==> src/rtl/rx_filt_pkg.sv <==
package rx_filt_pkg;
  localparam int unsigned MAC_W  = 48;
  localparam int unsigned CRC_W  = 32;
  localparam int unsigned HASH_W = 9;
  localparam int unsigned N_STA  = 2;
  localparam logic [CRC_W-1:0] CRC_POLY = 32'hEDB88320;

  typedef logic [MAC_W-1:0] mac_t;
  typedef logic [CRC_W-1:0] crc_t;
endpackage

==> src/rtl/rx_filt_crc32.sv <==
module rx_filt_crc32
  import rx_filt_pkg::*;
(
  input  mac_t addr_i,
  output crc_t crc_o
);
  localparam int unsigned N_BYTES = MAC_W / 8;

  crc_t c_v;
  logic fb_v;

  // wire order: top byte first, LSB of each byte first
  always_comb begin
    c_v  = '1;
    fb_v = 1'b0;
    for (int b = 0; b < N_BYTES; b++) begin
      for (int i = 0; i < 8; i++) begin
        fb_v = c_v[0] ^ addr_i[MAC_W - 8*(b+1) + i];
        c_v  = c_v >> 1;
        if (fb_v) c_v = c_v ^ CRC_POLY;
      end
    end
    crc_o = c_v;
  end
endmodule

==> src/rtl/rx_filt_hash_tbl.sv <==
module rx_filt_hash_tbl #(
  parameter int unsigned HASH_W = 9
) (
  input  logic              clk_i,
  input  logic              rst_ni,
  input  logic              clr_all_i,
  input  logic              wr_i,
  input  logic              wr_set_i,
  input  logic [HASH_W-1:0] wr_idx_i,
  input  logic [HASH_W-1:0] rd_idx_i,
  output logic              rd_hit_o
);
  localparam int unsigned N_BKT = 1 << HASH_W;

  logic [N_BKT-1:0] bkt_q;

  always_ff @(posedge clk_i or negedge rst_ni) begin
    if (!rst_ni)        bkt_q <= '0;
    else if (clr_all_i) bkt_q <= '0;
    else if (wr_i)      bkt_q[wr_idx_i] <= wr_set_i;
  end

  // read sees the pre-update table
  assign rd_hit_o = bkt_q[rd_idx_i];

  p_clear_all_r8: assert property (@(posedge clk_i) disable iff (!rst_ni)
    clr_all_i |=> (bkt_q == '0));

  p_bucket_write_r7: assert property (@(posedge clk_i) disable iff (!rst_ni)
    (wr_i && !clr_all_i) |=> (bkt_q[$past(wr_idx_i)] == $past(wr_set_i)));

  p_one_bucket_r7: assert property (@(posedge clk_i) disable iff (!rst_ni)
    (wr_i && !clr_all_i) |=> ($countones(bkt_q ^ $past(bkt_q)) <= 1));
endmodule

==> src/rtl/rx_filt_sta_match.sv <==
module rx_filt_sta_match
  import rx_filt_pkg::*;
#(
  parameter int unsigned N = 2
) (
  input  mac_t         addr_i,
  input  mac_t [N-1:0] sta_i,
  output logic         hit_o
);
  logic [N-1:0] hit;

  for (genvar g = 0; g < N; g++) begin : g_sta
    assign hit[g] = (addr_i == sta_i[g]);
  end

  assign hit_o = |hit;
endmodule

==> src/rtl/rx_addr_filter.sv <==
module rx_addr_filter
  import rx_filt_pkg::*;
#(
  parameter int unsigned HASH_BITS = rx_filt_pkg::HASH_W
) (
  input  logic                 clk_i,
  input  logic                 rst_ni,
  input  logic                 promisc_i,
  input  logic                 crc_int_i,
  input  logic [31:0]          sta_a_lo_i,
  input  logic [15:0]          sta_a_hi_i,
  input  logic [31:0]          sta_b_lo_i,
  input  logic [15:0]          sta_b_hi_i,
  input  logic                 hash_wr_i,
  input  logic [HASH_BITS:0]   hash_ctrl_i,
  input  logic                 hash_clr_i,
  input  logic                 frame_vld_i,
  input  logic [MAC_W-1:0]     dst_addr_i,
  input  logic [CRC_W-1:0]     crc_i,
  output logic                 acc_vld_o,
  output logic                 acc_o
);
  localparam int unsigned IG_BIT = MAC_W - 8;

  mac_t [N_STA-1:0] sta;
  crc_t crc_calc, crc_sel;
  logic [HASH_BITS-1:0] bkt_idx;
  logic is_mc, is_bc, sta_hit, hash_hit, accept;
  logic acc_vld_q, acc_q;

  assign sta[0] = {sta_a_hi_i, sta_a_lo_i};
  assign sta[1] = {sta_b_hi_i, sta_b_lo_i};

  rx_filt_crc32 i_crc (
    .addr_i (dst_addr_i),
    .crc_o  (crc_calc)
  );

  assign crc_sel = crc_int_i ? crc_calc : crc_i;
  assign bkt_idx = crc_sel[CRC_W-1 -: HASH_BITS];

  rx_filt_hash_tbl #(.HASH_W(HASH_BITS)) i_tbl (
    .clk_i     (clk_i),
    .rst_ni    (rst_ni),
    .clr_all_i (hash_clr_i),
    .wr_i      (hash_wr_i),
    .wr_set_i  (hash_ctrl_i[HASH_BITS]),
    .wr_idx_i  (hash_ctrl_i[HASH_BITS-1:0]),
    .rd_idx_i  (bkt_idx),
    .rd_hit_o  (hash_hit)
  );

  rx_filt_sta_match #(.N(N_STA)) i_sta (
    .addr_i (dst_addr_i),
    .sta_i  (sta),
    .hit_o  (sta_hit)
  );

  assign is_mc  = dst_addr_i[IG_BIT];
  assign is_bc  = &dst_addr_i;
  assign accept = promisc_i | is_bc | (is_mc ? hash_hit : sta_hit);

  always_ff @(posedge clk_i or negedge rst_ni) begin
    if (!rst_ni) begin
      acc_vld_q <= 1'b0;
      acc_q     <= 1'b0;
    end else begin
      acc_vld_q <= frame_vld_i;
      acc_q     <= frame_vld_i & accept;
    end
  end

  assign acc_vld_o = acc_vld_q;
  assign acc_o     = acc_q;

  p_verdict_lat_r9: assert property (@(posedge clk_i) disable iff (!rst_ni)
    frame_vld_i |=> acc_vld_o);

  p_idle_quiet_r9: assert property (@(posedge clk_i) disable iff (!rst_ni)
    !frame_vld_i |=> (!acc_vld_o && !acc_o));

  p_promisc_r2: assert property (@(posedge clk_i) disable iff (!rst_ni)
    (frame_vld_i && promisc_i) |=> acc_o);

  p_bcast_r4: assert property (@(posedge clk_i) disable iff (!rst_ni)
    (frame_vld_i && (&dst_addr_i)) |=> acc_o);

  p_uni_reject_r3: assert property (@(posedge clk_i) disable iff (!rst_ni)
    (frame_vld_i && !promisc_i && !dst_addr_i[IG_BIT] &&
     dst_addr_i != {sta_a_hi_i, sta_a_lo_i} &&
     dst_addr_i != {sta_b_hi_i, sta_b_lo_i}) |=> !acc_o);
endmodule

==> config.mk <==
export PLATFORM = sky130hd
export DESIGN_NAME = rx_addr_filter
export DESIGN_NICKNAME = d
export VERILOG_FILES = /design/src/rtl/rx_filt_pkg.sv /design/src/rtl/rx_filt_crc32.sv /design/src/rtl/rx_filt_hash_tbl.sv /design/src/rtl/rx_filt_sta_match.sv /design/src/rtl/rx_addr_filter.sv
export SDC_FILE = /design/constraint.sdc
export NUM_CORES = 2
export LEC_CHECK = 0
export BUFFER_PORTS_ARGS = -buffer_cell sky130_fd_sc_hd__buf_4
export CELL_PAD_IN_SITES_DETAIL_PLACEMENT = 1
export CELL_PAD_IN_SITES_GLOBAL_PLACEMENT = 2
export CORE_AREA = 2 2 276 305
export CTS_CLUSTER_SIZE = 28
export DETAILED_ROUTE_END_ITERATION = 16
export DIE_AREA = 0 0 278 307
export PLACE_DENSITY = 0.83
export SYNTH_ARGS = -nofsm -noshare
export SYNTH_HDL_FRONTEND = slang
export SYNTH_HIERARCHICAL = 1
export SYNTH_SLANG_ARGS = --single-unit
==> constraint.sdc <==
create_clock -name clk_i -period 2.8 [get_ports clk_i]
set_input_delay 0.56 -clock clk_i [delete_from_list [all_inputs] [get_ports clk_i]]
set_output_delay 0.56 -clock clk_i [all_outputs]
set_load 0.01 [all_outputs]
# Word-level counts from Yosys, hierarchy flattened
# Index checks and enable logic that the tools add are counted.
# totals
register_bits,514
out_inout_bits,2
# op_classes
magnitude_cmp,3
eq_ne,2
n_mux,57
bitwise,97
n_reduce_logical,4
# op_table
op,count
32-bit 2-to-1 mux,49
512-bit 2-to-1 mux,2
13-bit inverter with 14-bit output,47
512-bit bitwise mux,1
48-bit == test,2
48-bit AND reduction,1
1-bit bitwise XOR,47
9-bit by 10-bit less-than comparator with 1-bit output (second input constant),2
1-bit binary-select mux with 9-bit select,1
1-bit demux with 9-bit select,1
9-bit by 1-bit >= comparator with 1-bit output (second input constant),1
1-bit 2-to-1 mux,3
1-bit bitwise OR,2
2-bit nonzero test,1
2-bit OR reduction,1
1-bit AND,1
1-bit logical AND,1

# Logic depth before layout (Yosys ltp)
# logic_depth
ltp_word,101
depth_mapped,27

# By module
# Netlist, hierarchy kept.
# by_module_without_submodules
mod,instances,cells_per_inst,area_per_inst_um2,seq_area_each_um2
rx_filt_hash_tbl,1,2909,26778.2,12812.3
rx_filt_crc32,1,360,4496.8,0.0
rx_filt_sta_match,1,128,1071.0,0.0
rx_addr_filter,1,31,290.3,50.0

# Worst setup path after synthesis
# No wires, ideal clock.
# synth_path
path_type,input port to flip-flop
startpoint,input dst_addr_i[45]
endpoint,register acc_q (netlist: acc_o)
setup_time_ps,129
t_arrival_ps,6930
required_ps,2671
slack_ps,-4259
cell_stages,23
n_path_buf,3
path_cell_list,buf_4 -> xor2_1 -> xnor3_1 -> xnor3_2 -> xor3_2 -> xor2_1 -> xor3_2 -> xnor2_4 -> xor2_4 -> xnor3_1 -> xnor3_1 -> mux2_2 -> buf_6 -> buf_12 -> mux4_1 -> mux4_2 -> and3_4 -> nor4_4 -> a2111o_1 -> nand4_1 -> mux2_2 -> o21ai_1 -> o41ai_2
# synth_between
elab_chain_len,68
# synth_lines
item,line_no,source
start: declaration,rx_addr_filter.sv:18,"input logic [MAC_W-1:0] dst_addr_i,"
1-bit bitwise XOR *,rx_filt_crc32.sv:18,fb_v = c_v[0] ^ addr_i[MAC_W - 8*(b+1) + i];
32-bit 2-to-1 mux * (6 in series),rx_filt_crc32.sv:20,if (fb_v) c_v = c_v ^ CRC_POLY;
1-bit bitwise XOR / 13-bit inverter with 14-bit output (equally long branches),n/a,
32-bit 2-to-1 mux *,rx_filt_crc32.sv:20,
13-bit inverter with 14-bit output (no line) / 32-bit 2-to-1 mux (equally long branches),n/a,
32-bit 2-to-1 mux *,rx_filt_crc32.sv:20,
13-bit inverter with 14-bit output (no line) / 32-bit 2-to-1 mux (equally long branches),n/a,
32-bit 2-to-1 mux * (2 in series),rx_filt_crc32.sv:20,
[48 not listed],n/a,
named net crc_calc[23],rx_addr_filter.sv:26,"crc_t crc_calc, crc_sel;"
32-bit 2-to-1 mux *,rx_addr_filter.sv:39,assign crc_sel = crc_int_i ? crc_calc : crc_i;
named net crc_sel[23],rx_addr_filter.sv:26,
1-bit binary-select mux with 9-bit select *,rx_filt_hash_tbl.sv:24,assign rd_hit_o = bkt_q[rd_idx_i];
1-bit 2-to-1 mux (implied by the code) *,rx_filt_hash_tbl.sv:24,
named net hash_hit,rx_addr_filter.sv:28,"logic is_mc, is_bc, sta_hit, hash_hit, accept;"
1-bit 2-to-1 mux *,rx_addr_filter.sv:61,assign accept = promisc_i | is_bc | (is_mc ? hash_hit : sta_hit);
1-bit bitwise OR *,rx_addr_filter.sv:61,
1-bit AND *,rx_addr_filter.sv:69,acc_q <= frame_vld_i & accept;
end signal: assignment,rx_addr_filter.sv:69,
end: declaration,rx_addr_filter.sv:29,"logic acc_vld_q, acc_q;"
# Mark *: on every way through the listed nets, which the timed path passes. The select of a mux whose other input is x is not followed.
# A chain may end at the register's enable or synchronous reset.

# Worst setup path after layout
# layout_path
startpoint,input dst_addr_i[41]
endpoint,register acc_q (netlist: acc_o)
# layout_between
elab_chain_len,75
# layout_lines
item,line_no
1-bit bitwise XOR *,rx_filt_crc32.sv:18
32-bit 2-to-1 mux * (6 in series),rx_filt_crc32.sv:20
1-bit bitwise XOR / 13-bit inverter with 14-bit output (equally long branches),n/a
32-bit 2-to-1 mux *,rx_filt_crc32.sv:20
13-bit inverter with 14-bit output (no line),n/a
32-bit 2-to-1 mux *,rx_filt_crc32.sv:20
13-bit inverter with 14-bit output (no line) / 32-bit 2-to-1 mux (equally long branches),n/a
32-bit 2-to-1 mux * (2 in series),rx_filt_crc32.sv:20
[55 not listed],n/a
named net crc_calc[23],rx_addr_filter.sv:26
32-bit 2-to-1 mux *,rx_addr_filter.sv:39
named net crc_sel[23],rx_addr_filter.sv:26
1-bit binary-select mux with 9-bit select *,rx_filt_hash_tbl.sv:24
1-bit 2-to-1 mux (implied by the code) *,rx_filt_hash_tbl.sv:24
named net hash_hit,rx_addr_filter.sv:28
1-bit 2-to-1 mux *,rx_addr_filter.sv:61
1-bit bitwise OR *,rx_addr_filter.sv:61
1-bit AND *,rx_addr_filter.sv:69
# Marks and branches as above.

==> results.py <==
metrics = {
    "timing": {
        "hold_viol_final": 0,
        "fin_ws_ns": -3.85,
        "period_needed_ns": 6.65,
        "rsz0062_at_grt": "yes",
        "finalCritPeriodShare": 2.37,
        "fmax_ghz": 0.150,
        "slew_headroom": 0.468,
        "finalSetupViolations": 1,
        "slew_violations": 0,
        "tightest_slew_ns": 0.799,
        "skew_ns": 0.0250,
    },
    "layout": {
        "area_delta_synth_final_pct": 22.1,
        "nNetsFinal": 3806,
        "stdcell_area_um2": 38500,
        "post-route-util": 0.466,
        "layout-drive-gt1-share": 0.236,
        "fin_cells": 4732,
    },
    "placement": {
        "place_ws_ns": -4.46,
        "dp_cells": 4624,
        "hpwl_um": 91100,
        "placed_area_um2": 36600,
        "place.port_buffers": 171,
        "place_congestion": 0.936,
    },
    "clock_network": {
        "cts-htree-levels": 2,
        "cts_made_buffers": 55,
        "clock_latency_ns": 0.66,
        "cts-root-buf": "clkbuf_16",
        "cts.path.max_buffers": 3,
        "clkTransAtPathRegs_ns": 0.06,
        "tritoncts": "built",
        "clock-sinks": 514,
    },
    "drt": {
        "first_pass_iters": 7,
        "drt_iter0_markers": 3093,
        "detail_route.wl_per_cell_um": 29.5,
        "wl_um": 139000,
        "vias": 30300,
        "final_antenna_net_count": 0,
        "route.detailed.drc": 0,
        "routed_via_density": 6.41,
    },
    "critical_path": {
        "cp-end-kind": "register",
        "cp.required_ns": 3.31,
        "slowest_delay_ns": 0.52,
        "critical_path_class": "input port to register",
        "r2r_start": "i_tbl/bkt_q[391]$_DFFE_PN0P_",
        "start_kind": "input port",
        "slowest_stage": "mux4_2",
        "path_buf_inv": 5,
        "crit_fanout": 13,
        "crit_family": "XOR/XNOR gates",
        "arrival_ns": 7.16,
        "crit_start": "dst_addr_i[41]",
    },
    "floorplanning": {
        "core-area_um2": 82600,
        "rows": 111,
        "top_level_ports": 195,
        "initial_core_util": 0.382,
        "fp.dieH_um": 307,
        "die_x_um": 278,
        "design.die.area_um2": 85300,
    },
    "min_path": {
        "hold_path.class": "input port to register",
        "min-delay-start": "frame_vld_i",
    },
    "logic_synthesis": {
        "avgSynthCellArea_um2": 9.50,
        "syn_area_um2": 31500,
        "synth.yosys.warnings": 6,
        "syn_inst": 3318,
        "syn-num-nets": 3511,
    },
    "grt": {
        "grtUsageTotal": 0.323,
        "grt_pass1_wl_um": 209000,
        "grt_max_degree": 96,
        "grt_pass1_vias": 32600,
        "grt-ovfl-total": 0,
        "antenna_found_initial": 10,
    },
    "run_status": {
        "violations": "setup timing",
        "status": "finished, violations left",
    },
    "flow_run": {
        "max-cap-violations": 0,
    },
}
metal layers:
| metal | wire (µm) | part of all wire | GRT usage |
|---|---|---|---|
| met5 | 46 | 0.00033 | 0 |
| met4 | 8120 | 0.058 | 0.173 |
| met3 | 11000 | 0.079 | 0.0570 |
| met2 | 66200 | 0.47 | 0.530 |
| met1 | 54100 | 0.39 | 0.407 |
final timing paths:
| path | end | slack [ns] | depth (start not counted) |
|---|---|---|---|
| max | acc_o$_DFF_PN0_ | -3.85 | 25 |
| min | acc_vld_o$_DFF_PN0_ | 0.07 | 1 |
| max reg2reg | acc_o$_DFF_PN0_ | -0.31 | 9 |
| min reg2reg | i_tbl/bkt_q[347]$_DFFE_PN0P_ | 0.54 | 2 |
| max in group asynchronous | i_tbl/bkt_q[308]$_DFFE_PN0P_ | 1.35 | 3 |
| min in group asynchronous | i_tbl/bkt_q[108]$_DFFE_PN0P_ | 0.46 | 2 |
timing repair:
action	CTS	global route
endpoints found under the setup margin	1	1
pin swaps	1	1
hold buffers	1	0
hold endpoints to repair	35	0
cloned	0	1
gates resized for setup	8	2
setup buffers	0	3
registers in the layout, summed over array words and instances (netlist names):
name         flops
i_tbl/bkt_q    512
acc_vld_o        1
acc_o            1
worst reg2reg max path, delay by kind of cell, from the launching register on:
family	cells	cell delay [ns]
AO/OA/AOI/OAI	3	0.39
flip-flops	1	0.40
multiplexers	3	1.39
AND/OR/NAND/NOR	3	0.80
final cells by class:
class / count / area, µm²
fill: 9215 / 44100
clock buffer: 81 / 1620
inverter: 6 / 22.5
tap: 1073 / 1340
multi-input combinational: 2446 / 17400
sequential: 514 / 12900
antenna: 2 / 5.00
timing repair buffer: 590 / 5090
clock inverter: 20 / 143
per-stage QoR:
step,hold slack (ns),TNS (ns)
after floorplan,0.264,-3.71
after global placement,0.523,-4.35
after detailed placement,0.535,-4.46
after CTS,0.0459,-3.77
after global routing,0.0528,-4.09
final,0.0737,-3.85
layout by cell type, fill, tap and decap left out, types with 9 or more instances in the layout:
master	n
a21oi_1	546
buf_12	48
buf_4	536
clkbuf_1	11
clkbuf_16	56
clkbuf_8	15
clkinv_2	14
dfrtp_1	514
mux2i_1	115
mux4_2	68
nand2_1	53
nand2_2	9
nand3_1	521
nand4_1	27
nor2_1	56
nor2_4	12
nor4_1	15
o21ai_0	508
o21ai_1	12
o221ai_1	55
o22ai_1	25
xnor2_1	143
xnor2_2	17
xnor3_1	47
xnor3_2	15
xor2_1	79
Power is not shown: default switching activity piles up to over one toggle a cycle in this logic, so the estimate is an artifact.
